==> src/rtl/homing_pkg.sv <==
package homing_pkg;
    typedef enum logic [1:0] {
        ST_IDLE     = 2'd0,
        ST_WAIT_ORG = 2'd1,
        ST_COUNT_Z  = 2'd2,
        ST_DONE     = 2'd3
    } home_state_t;
endpackage

==> src/rtl/homing_noise_filter.sv <==
module homing_noise_filter #(
    parameter int LEN = 3
) (
    input  logic clk,
    input  logic rst_n,
    input  logic en_i,
    input  logic raw_i,
    output logic out_o
);
    localparam int HW = (LEN > 1) ? LEN - 1 : 1;

    logic [HW-1:0] hist_q;
    logic          out_q;
    logic          all_high;
    logic          all_low;

    assign all_high = raw_i & (&hist_q);
    assign all_low  = ~raw_i & ~(|hist_q);

    always_ff @(posedge clk or negedge rst_n) begin
        if (!rst_n) begin
            hist_q <= '0;
            out_q  <= 1'b0;
        end else begin
            hist_q <= (hist_q << 1) | HW'(raw_i);
            if (!en_i)         out_q <= raw_i;
            else if (all_high) out_q <= 1'b1;
            else if (all_low)  out_q <= 1'b0;
        end
    end

    assign out_o = out_q;

    AST_FILTER_AGREES: assert property (@(posedge clk) disable iff (!rst_n)
        ($past(en_i) && (out_q != $past(out_q))) |-> (out_q == $past(raw_i)));
endmodule

==> src/rtl/homing_edge_pick.sv <==
module homing_edge_pick (
    input  logic clk,
    input  logic rst_n,
    input  logic level_i,
    input  logic fall_sel_i,
    output logic edge_o
);
    logic prev_q;
    logic rise;
    logic fall;

    always_ff @(posedge clk or negedge rst_n) begin
        if (!rst_n) prev_q <= 1'b0;
        else        prev_q <= level_i;
    end

    assign rise   = level_i & ~prev_q;
    assign fall   = ~level_i & prev_q;
    assign edge_o = fall_sel_i ? fall : rise;

    AST_EDGE_SPACED: assert property (@(posedge clk) disable iff (!rst_n)
        (edge_o && !fall_sel_i) |=> (fall_sel_i || !edge_o));
endmodule

==> src/rtl/homing_erc_pulse.sv <==
module homing_erc_pulse #(
    parameter int LEN = 8
) (
    input  logic clk,
    input  logic rst_n,
    input  logic fire_i,
    output logic pulse_o
);
    localparam int CW = $clog2(LEN + 1);

    logic [CW-1:0] cnt_q;

    always_ff @(posedge clk or negedge rst_n) begin
        if (!rst_n)             cnt_q <= '0;
        else if (fire_i)        cnt_q <= CW'(LEN);
        else if (cnt_q != '0)   cnt_q <= cnt_q - 1'b1;
    end

    assign pulse_o = (cnt_q != '0);

    AST_ERC_FROM_FIRE: assert property (@(posedge clk) disable iff (!rst_n)
        $rose(pulse_o) |-> $past(fire_i));
endmodule

==> src/rtl/homing_qualifier.sv <==
module homing_qualifier #(
    parameter int CNT_W    = 4,
    parameter int FILT_LEN = 3,
    parameter int ERC_LEN  = 8
) (
    input  logic             clk,
    input  logic             rst_n,
    input  logic             start_i,
    input  logic             mode_z_i,
    input  logic             z_fall_i,
    input  logic [CNT_W-1:0] z_cnt_m1_i,
    input  logic             filt_en_i,
    input  logic             clr_en_i,
    input  logic             erc_en_i,
    input  logic             org_i,
    input  logic             enc_a_i,
    input  logic             enc_b_i,
    input  logic             enc_z_i,
    output logic             enc_a_o,
    output logic             enc_b_o,
    output logic             z_level_o,
    output logic             done_o,
    output logic             done_stb_o,
    output logic             pos_clr_o,
    output logic             erc_o
);
    import homing_pkg::*;

    localparam int NCH   = 3;
    localparam int CH_Z  = 2;

    logic [NCH-1:0] raw_bus;
    logic [NCH-1:0] filt_bus;
    logic           z_edge;

    home_state_t      state_q, state_d;
    logic [CNT_W-1:0] cnt_q, cnt_d;
    logic             complete;
    logic             done_q, stb_q, clr_q;

    assign raw_bus = {enc_z_i, enc_b_i, enc_a_i};

    for (genvar g = 0; g < NCH; g++) begin : g_filt
        homing_noise_filter #(.LEN(FILT_LEN)) u_filt (
            .clk   (clk),
            .rst_n (rst_n),
            .en_i  (filt_en_i),
            .raw_i (raw_bus[g]),
            .out_o (filt_bus[g])
        );
    end

    homing_edge_pick u_edge (
        .clk        (clk),
        .rst_n      (rst_n),
        .level_i    (filt_bus[CH_Z]),
        .fall_sel_i (z_fall_i),
        .edge_o     (z_edge)
    );

    always_comb begin
        state_d  = state_q;
        cnt_d    = cnt_q;
        complete = 1'b0;
        unique case (state_q)
            ST_IDLE: begin
                if (start_i) state_d = ST_WAIT_ORG;
            end
            ST_WAIT_ORG: begin
                cnt_d = '0;
                if (org_i) begin
                    if (mode_z_i) begin
                        state_d = ST_COUNT_Z;
                    end else begin
                        state_d  = ST_DONE;
                        complete = 1'b1;
                    end
                end
            end
            ST_COUNT_Z: begin
                if (!org_i) begin
                    state_d = ST_WAIT_ORG;
                    cnt_d   = '0;
                end else if (z_edge) begin
                    if (cnt_q == z_cnt_m1_i) begin
                        state_d  = ST_DONE;
                        complete = 1'b1;
                        cnt_d    = '0;
                    end else begin
                        cnt_d = cnt_q + 1'b1;
                    end
                end
            end
            ST_DONE: begin
                if (start_i) state_d = ST_WAIT_ORG;
            end
            default: state_d = ST_IDLE;
        endcase
    end

    always_ff @(posedge clk or negedge rst_n) begin
        if (!rst_n) begin
            state_q <= ST_IDLE;
            cnt_q   <= '0;
        end else begin
            state_q <= state_d;
            cnt_q   <= cnt_d;
        end
    end

    always_ff @(posedge clk or negedge rst_n) begin
        if (!rst_n) begin
            done_q <= 1'b0;
            stb_q  <= 1'b0;
            clr_q  <= 1'b0;
        end else begin
            done_q <= (state_d == ST_DONE);
            stb_q  <= complete;
            clr_q  <= complete & clr_en_i;
        end
    end

    homing_erc_pulse #(.LEN(ERC_LEN)) u_erc (
        .clk     (clk),
        .rst_n   (rst_n),
        .fire_i  (complete & erc_en_i),
        .pulse_o (erc_o)
    );

    assign enc_a_o    = filt_bus[0];
    assign enc_b_o    = filt_bus[1];
    assign z_level_o  = filt_bus[CH_Z];
    assign done_o     = done_q;
    assign done_stb_o = stb_q;
    assign pos_clr_o  = clr_q;

    AST_STROBE_SINGLE: assert property (@(posedge clk) disable iff (!rst_n)
        done_stb_o |=> !done_stb_o);
    AST_STROBE_IN_DONE: assert property (@(posedge clk) disable iff (!rst_n)
        done_stb_o |-> done_o);
    AST_CLR_WITH_STROBE: assert property (@(posedge clk) disable iff (!rst_n)
        pos_clr_o |-> done_stb_o);
    AST_ORG_LOSS: assert property (@(posedge clk) disable iff (!rst_n)
        (state_q == ST_COUNT_Z && !org_i) |=> (state_q == ST_WAIT_ORG));
    AST_COUNT_HOLDS: assert property (@(posedge clk) disable iff (!rst_n)
        (state_q == ST_COUNT_Z && org_i && !z_edge) |=> (state_q == ST_COUNT_Z));
    AST_MODE0_DIRECT: assert property (@(posedge clk) disable iff (!rst_n)
        (state_q == ST_WAIT_ORG && org_i && !mode_z_i) |=> done_stb_o);
endmodule

==> config.mk <==
export PLATFORM = sky130hd
export DESIGN_NAME = homing_qualifier
export DESIGN_NICKNAME = d
export VERILOG_FILES = /design/src/rtl/homing_pkg.sv /design/src/rtl/homing_noise_filter.sv /design/src/rtl/homing_edge_pick.sv /design/src/rtl/homing_erc_pulse.sv /design/src/rtl/homing_qualifier.sv
export SDC_FILE = /design/constraint.sdc
export NUM_CORES = 1
export LEC_CHECK = 0
export CAP_MARGIN = 10
export CORE_MARGIN = 2
export CORE_UTILIZATION = 65
export DETAILED_ROUTE_END_ITERATION = 16
export DONT_BUFFER_PORTS = 1
export PLACE_DENSITY = 0.89
export SETUP_SLACK_MARGIN = 0.5
export SLEW_MARGIN = 5
export SYNTH_ARGS = -nofsm -noshare
export SYNTH_HDL_FRONTEND = slang
export SYNTH_SLANG_ARGS = --single-unit
==> constraint.sdc <==
create_clock -name clk -period 4.6 [get_ports clk]
set_input_delay 0.46 -clock clk [delete_from_list [all_inputs] [get_ports clk]]
set_output_delay 0.46 -clock clk [all_outputs]
set_load 0.005 [all_outputs]
==> results.md, run 1 <==
- Final setup fails: 0
- Die height: 46.2 um
- Required @ worst endpoint: 4.86 ns
- H-Tree Depth: 1
- Hold Fails Final Rpt: 0
- Share of cells above drive strength 1: 10.3%
- I/O pin count: 23
- Worst-path clk slew: 0.13 ns
- Number of fill cells in the layout: 114
- DR pass1 iterations: 4
- Slew Limit Fails: 0
- DRC Markers: 0
- Clk sinks: 23
- R2R depth: 5
- Critical Path AT: 2.04 ns
- Total power: 0.640 mW
- Mapped cell area: 1160 um^2
- Final Cycle Share: 38.8%
- TritonCTS clock tree: done
- DP HPWL: 1.57 mm
- Total setup buffers inserted after CTS: 0
- Clk root buf: clkbuf_4
- Width of the die: 46.2 um
- Hold Buf Count CTS: 1
- Status: complete, no violations
- Max-Cap Viols: 0
- IO Port Bufs: 0
- Total vias in the final route: 818
- CORE AREA: 1710 um^2
- Synth Net Count: 132
- Initial antenna violation count: 0
- Minimum clock period: 1.78 ns
- Slew Limit Headroom: 33.5%
- DP Area: 1180 um^2
- Initial DRC Count: 15
- Peak VDD IR: 0.000353 V
- R2r startpoint: state_q[0]$_DFF_PN0_
- Total congestion overflow: 0
- Design Area, Final: 1220 um^2
- Vias/cell: 5.80
- Commonest non-fill, non-tap cell in the layout: dfrtp_1
- Clk Latency, worst-skew pair: 0.33 ns
- Reg2reg setup slack: 2.82 ns
- Synth Instances: 112
- Register area share after synthesis: 49.7%
- Hold crit path type: input pin to flip-flop
- Worst Hold Endpoint: g_filt[2].u_filt.hist_q[0]$_DFF_PN0_
- CTS resizes: 0
- Row count: 15
- Layout Nets: 137
- Drt wl/cell: 14.1 um
- Hold path cells: 0
- Setup TNS: 0 ns
- Pin count of the biggest net entering global routing: 24
- Worst slew pin tran: 0.994 ns
- Num CTS Buffers: 3
- Clock tree buffer depth: 2
- Max FO, Critical Path: 9
- Diode count: 0
- Cell leakage power: 0.577 nW
- Commonest non-fill, non-tap cells in the layout: dfrtp_1 (23), nand2_1 (16), a21oi_1 (11)
- Worst Setup Path Type: flip-flop to flip-flop
- Synthesized flop and latch total: 23
- Global-route wire length before repair: 3.29 mm
- Yosys cell types: 39
- Hold_sp: enc_z_i
- Vias in the first global route: 805
- GR Util All Layers: 22.4%
- Routability cong.: 0.813
- Worst Skew: 0.00580 ns
- Final wirelength: 1.99 mm
- Synthesized area per cell: 10.3 um^2
- Area growth syn-to-layout: 5.72%
- Critical Path Start Type: flip-flop
- RR Endpoint: u_erc.cnt_q[2]$_DFFE_PN0P_
- Final ANT Viol Nets: 0
- PD cells: 523 nW/um^2
- Initial Util: 67.8%
- Yosys warnings: 0
- Die footprint: 2140 um^2
- Unrepaired setup endpoints after global routing: no
- CP Capture Type: flip-flop
- Achievable frequency: 560 MHz
worst max-delay path by stage:
stage                                     from                         end  depth (start not counted)
after CTS                 state_q[0]$_DFF_PN0_  u_erc.cnt_q[2]$_DFFE_PN0P_                          5
final                     state_q[0]$_DFF_PN0_  u_erc.cnt_q[2]$_DFFE_PN0P_                          5
after floorplan                  z_cnt_m1_i[1]  u_erc.cnt_q[0]$_DFFE_PN0P_                          4
after global placement           z_cnt_m1_i[1]  u_erc.cnt_q[0]$_DFFE_PN0P_                          4
after global routing      state_q[0]$_DFF_PN0_  u_erc.cnt_q[2]$_DFFE_PN0P_                          5
after detailed placement  state_q[0]$_DFF_PN0_  u_erc.cnt_q[2]$_DFFE_PN0P_                          5
power breakdown:
part           internal (mW)  switching (mW)  leakage [nW]  total [mW]
registers              0.247          0.0351         0.289       0.282
logic                  0.116           0.144         0.274       0.260
clock network         0.0334          0.0644        0.0139      0.0978
stage by stage:
step	worst slack, ns	utilization, %	cells	hold slack [ns]
2_1_floorplan	3.07	-	112	0.164
3_3_place_gp	2.98	69.4	136	0.165
3_5_place_dp	2.85	69.4	136	0.165
4_1_cts	2.83	71.7	141	0.144
5_1_grt	2.72	71.7	141	0.123
6_report	2.82	71.7	141	0.149
sequential cells by signal (all words and copies together), names as in the netlist:
name                  flops
u_erc.cnt_q               4
g_filt.u_filt.hist_q      6
cnt_q                     4
state_q                   2
g_filt.u_filt.out_o       3
done_stb_o                1
done_o                    1
pos_clr_o                 1
u_edge.prev_q             1
Yosys cell counts (all sizes together):
library cell   n  area share [%]
nor2b          1            0.54
xnor2          1            0.76
or3b           1            0.97
a22o           1            0.76
buf            1            0.43
nor3           1            0.43
and4b          1            0.86
nor4           2             2.4
o211a          1            0.86
inv            9             2.9
nand2         16             5.2
nor3b          2             1.7
a31o           1             1.5
dfrtp         23              50
a211oi         2             1.7
a21oi         11             4.8
a21boi         1            0.65
nand2b         1            0.54
ha             4             4.3
nor2           6             1.9
and2           2             1.1
a21o           2             1.4
or3            1            0.54
a32o           1            0.86
a32oi          1            0.76
xor2           4             3.0
a2bb2oi        1            0.76
a31oi          2             1.1
mux2i          1            0.86
nand3          2             1.3
o21ai          4             1.7
o31ai          3             2.4
nand3b         2             1.3
layer usage:
| metal | track usage [%] | vias up | share of wire (%) |
|---|---|---|---|
| met5 | 0 | - | 0 |
| met4 | 9.71 | 0 | 2.0 |
| met3 | 6.27 | 5 | 4.6 |
| met2 | 37.8 | 18 | 52 |
| met1 | 26.6 | 384 | 42 |
| li1 | - | 411 | - |
logic make-up (layout without fill, tap and decap cells):
kind of cell | count (synthesis) | count (layout) | synth area share, %
mux | 1 | 1 | 0.864
flops | 23 | 23 | 49.7
compound gates | 31 | 31 | 19.2
simple gates | 38 | 38 | 18.8
fa+ha+maj | 4 | 4 | 4.32
xor+xnor | 5 | 5 | 3.78
buf+inv | 10 | 14 | 3.35
layout make-up:
| class | count | area, um^2 | area share, % |
|---|---|---|---|
| multi-input cells | 79 | 544 | 44.4 |
| clock inverters | 1 | 7.51 | 0.613 |
| repair buffers | 1 | 10.0 | 0.817 |
| inverters | 9 | 33.8 | 2.76 |
| clock buffers | 3 | 22.5 | 1.84 |
| flip-flops and latches | 23 | 576 | 47.0 |
| well taps | 25 | 31.3 | 2.55 |
critical path, stage by stage, from the launching register on:
cell and delay (ns):
dfrtp_1 0.41, inv_1 0.07, ha_1 0.46, and4b_1 0.24
a31oi_1 0.31, a21boi_0 0.23
(Power assumes the default switching activity.)
==> run 2: changes to the inputs <==
- ABC_AREA: not set -> 1
- CORE_UTILIZATION: 65 -> 61
- PLACE_DENSITY: 0.89 -> 0.85
- clock period: 4.6 -> 1.65 ns (I/O delays scaled with it)
==> run 2 against run 1 <==
The flow now finishes with violations (negative hold slack). Critical path depth rose by 7. Utilization increased by 9.0 points. Register-to-register slack worse by 2.5 ns. Fmax rose by 30%. First-iteration DRC count up 6.7%. Global-route usage grew 2.0 points. Critical path type unchanged. Largest cell class is now multi-input combinational cells. Largest power group is now combinational cells.
==> results.md, run 2 <==
- Status: finished, violations left
- Failing checks: negative hold slack
- Clock tree buffer depth: 2
- Synthesized flop and latch total: 23
- Global-route wire length before repair: 4.43 mm
- Total congestion overflow: 0
- Routability cong.: 0.770
- Final hold slack: -0.0289 ns
- Area growth syn-to-layout: 28.1%
- Unrepaired setup endpoints after global routing: yes
- Area of the multi-input gates: 604 um^2
- Slowest CP cell: dfrtp_1
- Initial DRC Count: 16
- Commonest non-fill, non-tap cell in the layout: nand2_1
- PD cells: 1480 nW/um^2
- Pint: 1.34 mW
- Drt wl/cell: 13.0 um
- Cell leakage power: 0.775 nW
- Crit path launch: g_filt[2].u_filt.out_o$_DFFE_PN0P_
- CP Capture Type: flip-flop
- Initial Util: 63.0%
- Total power: 2.30 mW
- H-Tree Depth: 1
- Achievable frequency: 727 MHz
- Synthesized area per cell: 8.18 um^2
- Clk root buf: clkbuf_4
- Row count: 16
- Max reg flops: 6
- Sequential share of power: 34.7%
- Setup WS pre-CTS: 0.278 ns
- IO Port Bufs: 0
- Mapped cell area: 1210 um^2
- Buf/Inv on CP: 4
- Final wirelength: 2.58 mm
- Top-count cell post-synth: nand2_1
- Ys flop type: dfrtp_1
- Yosys cell types: 25
- Worst Setup Path Type: flip-flop to flip-flop
- Peak VDD IR: 0.00128 V
- I/O pin count: 23
- Share of the synthesized area in the top cell type: 47.5%
- Hold crit path type: input pin to flip-flop
- Hold_sp: erc_en_i
- Register area share after synthesis: 47.5%
- Die footprint: 2360 um^2
- Switching pwr: 0.958 mW
- Synth Net Count: 168
- Top flop regs: g_filt.u_filt.hist_q x6, cnt_q x4, u_erc.cnt_q x4
- Setup WS post-layout: 0.274 ns
- Clk Latency, worst-skew pair: 0.31 ns
- Slew Limit Fails: 0
- Synth top area cells: dfrtp_1 (48%), nand2_1 (10%), inv_1 (7.7%), nand2_2 (5.2%), ha_1 (4.1%)
- Width of the die: 48.6 um
- Initial antenna violation count: 0
- Layout Nets: 193
- Cell taking the most area after synthesis: dfrtp_1
- GR Util All Layers: 24.4%
- Max FO, Critical Path: 4
- Clk pwr share: 11.0%
- Diode count: 0
- Critical Path Start Type: flip-flop
- Final ANT Viol Nets: 0
- Minimum clock period: 1.38 ns
- Worst slew pin tran: 0.967 ns
- Critical Path AT: 1.60 ns
- Hold Fails Final Rpt: 1
- CORE AREA: 1920 um^2
- Share of cells above drive strength 1: 37.8%
- R2r startpoint: g_filt[2].u_filt.out_o$_DFFE_PN0P_
- Num CTS Buffers: 3
- Final setup fails: 0
- EDFF count, synth: 0
- Yosys warnings: 0
- DRC Markers: 0
- Setup TNS: 0 ns
- Synth Instances: 148
- Slew Limit Headroom: 35.6%
- Worst Skew: 0.00139 ns
- CP Cell Sequence: inv_1 > nand2_1 > nand2_1 > nand2_2 > inv_2 > nand3_2 > nand2_2 > nand2_2 > inv_2 > nand2_4 > nand2_1 > inv_1
- Register area: 576 um^2
- Most frequent cells after synthesis: nand2_1 (33), inv_1 (25), dfrtp_1 (23)
- Number of fill cells in the layout: 117
- Die height: 48.6 um
- CP max stage delay: 0.46 ns
- Required @ worst endpoint: 1.87 ns
- Vias/cell: 5.24
- DP HPWL: 1.73 mm
- Sw frac: 41.6%
- DR pass1 iterations: 4
- Max-Cap Viols: 0
- Pin count of the biggest net entering global routing: 24
- Vias in the first global route: 1055
- Final Cycle Share: 83.4%
- Largest Register: g_filt.u_filt.hist_q
- TritonCTS clock tree: done
- Clk sinks: 23
- Total vias in the final route: 1043
- Comb pwr share: 54.3%
- Commonest non-fill, non-tap cells in the layout: nand2_1 (30), dfrtp_1 (23), inv_1 (17)
- CP top delay family: simple AND/OR/NAND/NOR gates
- Asr flop ratio synth: 100%
- Worst-path clk slew: 0.12 ns
==> run 2: cell types whose count changed after synthesis, sizes merged, moves of 3 or more <==
| cell | previous run | this run |
|---|---|---|
| nand2 | 16 | 44 |
| nor2 | 6 | 13 |
| inv | 9 | 34 |
| o21ai | 4 | 8 |
| nand3 | 2 | 5 |
| a21oi | 11 | 5 |
==> run 2: repair_timing <==
action	CTS	global route
pin swaps	8	6
endpoints found under the setup margin	14	38
gates resized for setup	11	16
setup buffers	8	4
hold endpoints to repair	30	3
hold buffers	6	2
==> run 2: layout make-up <==
cell class / count / area share, %
Inverter: 34 / 8.39
Tap cell: 27 / 2.18
Multi-Input combinational cell: 91 / 39.0
Clock buffer: 3 / 1.45
Clock inverter: 1 / 0.323
Sequential cell: 23 / 37.1
Timing Repair Buffer: 20 / 11.6
==> run 2: cells by family (layout without fill, tap and decap cells) <==
group	Yosys count	count (layout)	share of synthesized area, %
XOR/XNOR	2	2	1.45
AO/OA/AOI/OAI	19	19	10.0
adder cells (fa/ha/maj)	4	4	4.13
AND/OR/NAND/NOR	66	66	26.3
buffers and inverters	34	58	10.5
flip-flops	23	23	47.5
==> run 2: power by group through the flow <==
stage	clock (mW)	sequential, mW	combinational [mW]
floorplan	0	0.778	0.718
global route	0.288	0.816	1.40
global placement	0	0.790	0.809
finish	0.254	0.799	1.25
CTS	0.259	0.793	1.08
detailed placement	0	0.801	0.861
==> run 2: worst register-to-register path, cell delays in order (launching register included) <==
cell and delay (ns):
dfrtp_1 0.46, inv_1 0.10, nand2_1 0.06, nand2_1 0.07
nand2_2 0.08, inv_2 0.07, nand3_2 0.08, nand2_2 0.07
nand2_2 0.07, inv_2 0.08, nand2_4 0.06, nand2_1 0.06
inv_1 0.04
==> run 2: worst paths after layout <==
path / endpoint / slack [ns] / cells past startpoint
setup / recovery: u_erc.cnt_q[2]$_DFFE_PN0P_ / 0.27 / 12
hold / removal: u_erc.cnt_q[3]$_DFFE_PN0P_ / -0.03 / 2
setup reg to reg: u_erc.cnt_q[2]$_DFFE_PN0P_ / 0.27 / 12
hold reg to reg: g_filt[0].u_filt.hist_q[1]$_DFF_PN0_ / 0.41 / 0
max in group asynchronous: g_filt[2].u_filt.out_o$_DFFE_PN0P_ / 1.01 / 1
min in group asynchronous: g_filt[2].u_filt.hist_q[0]$_DFF_PN0_ / 0.06 / 1
==> run 2: per-stage QoR <==
step,cell area (um^2),hold WS (ns),cells,util [%]
finish,1550,-0.0289,199,80.7
CTS,1440,-0.0259,193,74.9
floorplan,1230,-0.131,148,-
global placement,1260,-0.130,175,65.8
global route,1550,-0.0313,199,80.7
detailed placement,1260,-0.130,175,65.8
==> run 2: layer usage <==
layer | wire [um] | up-vias | global-route usage [%] | share of wire [%]
met5 | 0 | - | 0 | 0
met3 | 134 | 5 | 4.01 | 5.2
met1 | 959 | 510 | 27.2 | 37
li1 | - | 506 | - | -
met2 | 1450 | 22 | 46.8 | 56
met4 | 41 | 0 | 8.57 | 1.6
==> run 3: changes to the inputs <==
- CORE_UTILIZATION: 61 -> 55
- PLACE_DENSITY: 0.85 -> 0.81
- clock period: 1.65 -> 1.25 ns (I/O delays scaled with it)
==> run 3 against run 2 <==
The run ends with negative hold slack, negative setup slack left. Largest cell class unchanged. Combinational power increased by 46%. Global-route usage decreased by 2.8 points. Clock power increased by 30%.
==> results.md, run 3 (synthesized netlist as in run 2, its figures left out) <==
- I/O pin count: 23
- PD cells: 1950 nW/um^2
- Switching pwr: 1.30 mW
- Clk root buf: clkbuf_4
- GR Util met1: 23.9%
- Met3 usage: 2.92%
- Max FO, Critical Path: 4
- Top flop regs: g_filt.u_filt.hist_q x6, cnt_q x4, u_erc.cnt_q x4
- Final setup fails: 10
- CP Capture Type: flip-flop
- Clk sinks: 23
- Design Area, Final: 1640 um^2
- Achievable frequency: 756 MHz
- Total congestion overflow: 0
- Hold Buf Count CTS: 6
- R2r startpoint: g_filt[2].u_filt.out_o$_DFFE_PN0P_
- Comb pwr share: 57.2%
- Pint: 1.89 mW
- RR Endpoint: u_erc.cnt_q[1]$_DFFE_PN0P_
- TritonCTS clock tree: done
- Max-Cap Viols: 0
- Hold crit path type: input pin to async pin
- Number of fill cells in the layout: 130
- Row count: 16
- Diode count: 0
- Unrepaired setup endpoints after global routing: yes
- Total vias in the final route: 1033
- Peak VDD IR: 0.00141 V
- Drt wl/cell: 12.2 um
- Final hold slack: -0.211 ns
- Vias/cell: 4.92
- DP Area: 1350 um^2
- Register area: 576 um^2
- Status: finished, violations left
- Global-route wire length before repair: 4.11 mm
- Largest Register: g_filt.u_filt.hist_q
- Die footprint: 2590 um^2
- Failing checks: negative hold slack, negative setup slack
- Final ANT Viol Nets: 0
- Area of the multi-input gates: 602 um^2
- GR peak layer: met2
- Commonest non-fill, non-tap cells in the layout: nand2_1 (27), dfrtp_1 (23), buf_4 (18)
- GRT met2 Usage: 41.3%
- Die height: 50.9 um
- Setup WS pre-CTS: -0.0590 ns
- Slew Limit Headroom: 62.6%
- GR Util All Layers: 21.6%
- Area growth syn-to-layout: 35.5%
- DRC Markers: 0
- Setup WS post-layout: -0.0728 ns
- Hold Fails Final Rpt: 27
- Layout Nets: 204
- Initial Util: 59.9%
- Critical Path Start Type: flip-flop
- Minimum clock period: 1.32 ns
- Clk Latency, worst-skew pair: 0.30 ns
- Final Cycle Share: 106%
- Sw frac: 40.7%
- Share of cells above drive strength 1: 45.4%
- Clk pwr share: 10.3%
- Worst-path clk slew: 0.12 ns
- DP HPWL: 1.67 mm
- Slew Limit Fails: 0
- Critical Path AT: 1.53 ns
- Cell leakage power: 0.823 nW
- Max reg flops: 6
- Worst Skew: 0.00281 ns
- DR pass1 iterations: 4
- R2R depth: 12
- Initial antenna violation count: 0
- Num CTS Buffers: 3
- Clock tree buffer depth: 2
- Final wirelength: 2.56 mm
- Initial DRC Count: 14
- Worst slew pin tran: 0.561 ns
- Worst Setup Path Type: flip-flop to flip-flop
- Routability cong.: 0.815
- Reg2reg setup slack: -0.07 ns
- Sequential share of power: 32.4%
- IO Port Bufs: 0
- H-Tree Depth: 1
- Width of the die: 50.9 um
- Required @ worst endpoint: 1.46 ns
- Vias in the first global route: 1018
- CORE AREA: 2020 um^2
- Commonest non-fill, non-tap cell in the layout: nand2_1
- Pin count of the biggest net entering global routing: 24
## run 3: cell type report
| cell class | count | share of cell area (%) |
|---|---|---|
| Sequential cell | 23 | 35.1 |
| Inverter | 34 | 8.23 |
| Clock buffer | 4 | 1.60 |
| Timing Repair Buffer | 31 | 16.4 |
| Tap cell | 27 | 2.06 |
| Multi-Input combinational cell | 91 | 36.7 |
## run 3: power groups by stage
stage / registers (mW) / logic [mW] / clock network [mW]
6_report: 1.04 / 1.83 / 0.329
5_1_grt: 1.06 / 2.03 / 0.369
4_1_cts: 1.04 / 1.48 / 0.334
3_5_place_dp: 1.06 / 1.33 / 0
3_3_place_gp: 1.05 / 1.27 / 0
2_1_floorplan: 1.04 / 1.01 / 0
## run 3: worst max-delay path by stage
stage	depth (start not counted)	to	startpoint	slack (ns)
final	12	u_erc.cnt_q[1]$_DFFE_PN0P_	g_filt[2].u_filt.out_o$_DFFE_PN0P_	-0.07
after global routing	9	u_erc.cnt_q[1]$_DFFE_PN0P_	state_q[0]$_DFF_PN0_	-0.19
after CTS	12	u_erc.cnt_q[1]$_DFFE_PN0P_	g_filt[2].u_filt.out_o$_DFFE_PN0P_	-0.06
after detailed placement	7	u_erc.cnt_q[0]$_DFFE_PN0P_	state_q[1]$_DFF_PN0_	-0.06
after global placement	7	u_erc.cnt_q[2]$_DFFE_PN0P_	state_q[1]$_DFF_PN0_	-0.02
after floorplan	8	u_erc.cnt_q[0]$_DFFE_PN0P_	state_q[0]$_DFF_PN0_	-0.006
## run 3: timing repair
item,4_1_cts,5_1_grt
endpoints found under the hold margin,34,27
resized for setup,9,24
setup endpoints to repair,23,47
setup buffers,9,8
pin swaps,9,8
## run 3: metal layers
layer | vias to the layer above | share of wire, %
li1 | 526 | -
met1 | 484 | 40
met2 | 19 | 55
met3 | 4 | 3.5
met4 | 0 | 1.1
met5 | - | 0
## run 3: worst max-delay path: stages (launching register included)
cell and delay (ns):
dfrtp_1 0.42, inv_2 0.07, nand2_1 0.05, nand2_1 0.07, nand2_2 0.08, inv_2 0.08
nand3_2 0.09, nand2_2 0.08, nand2_2 0.06, inv_2 0.08, nand2_4 0.06, nand2_1 0.06
inv_1 0.04
## run 3: stage by stage
step	hold WS (ns)	utilization, %	cells	total power [mW]	TNS [ns]
global placement	-0.170	66.6	183	2.32	-0.0812
detailed placement	-0.170	66.6	183	2.39	-0.230
global route	-0.173	81.2	210	3.45	-1.68
floorplan	-0.171	-	148	2.05	-0.0188
CTS	-0.0502	75.4	202	2.86	-0.302
finish	-0.211	81.2	210	3.19	-0.475
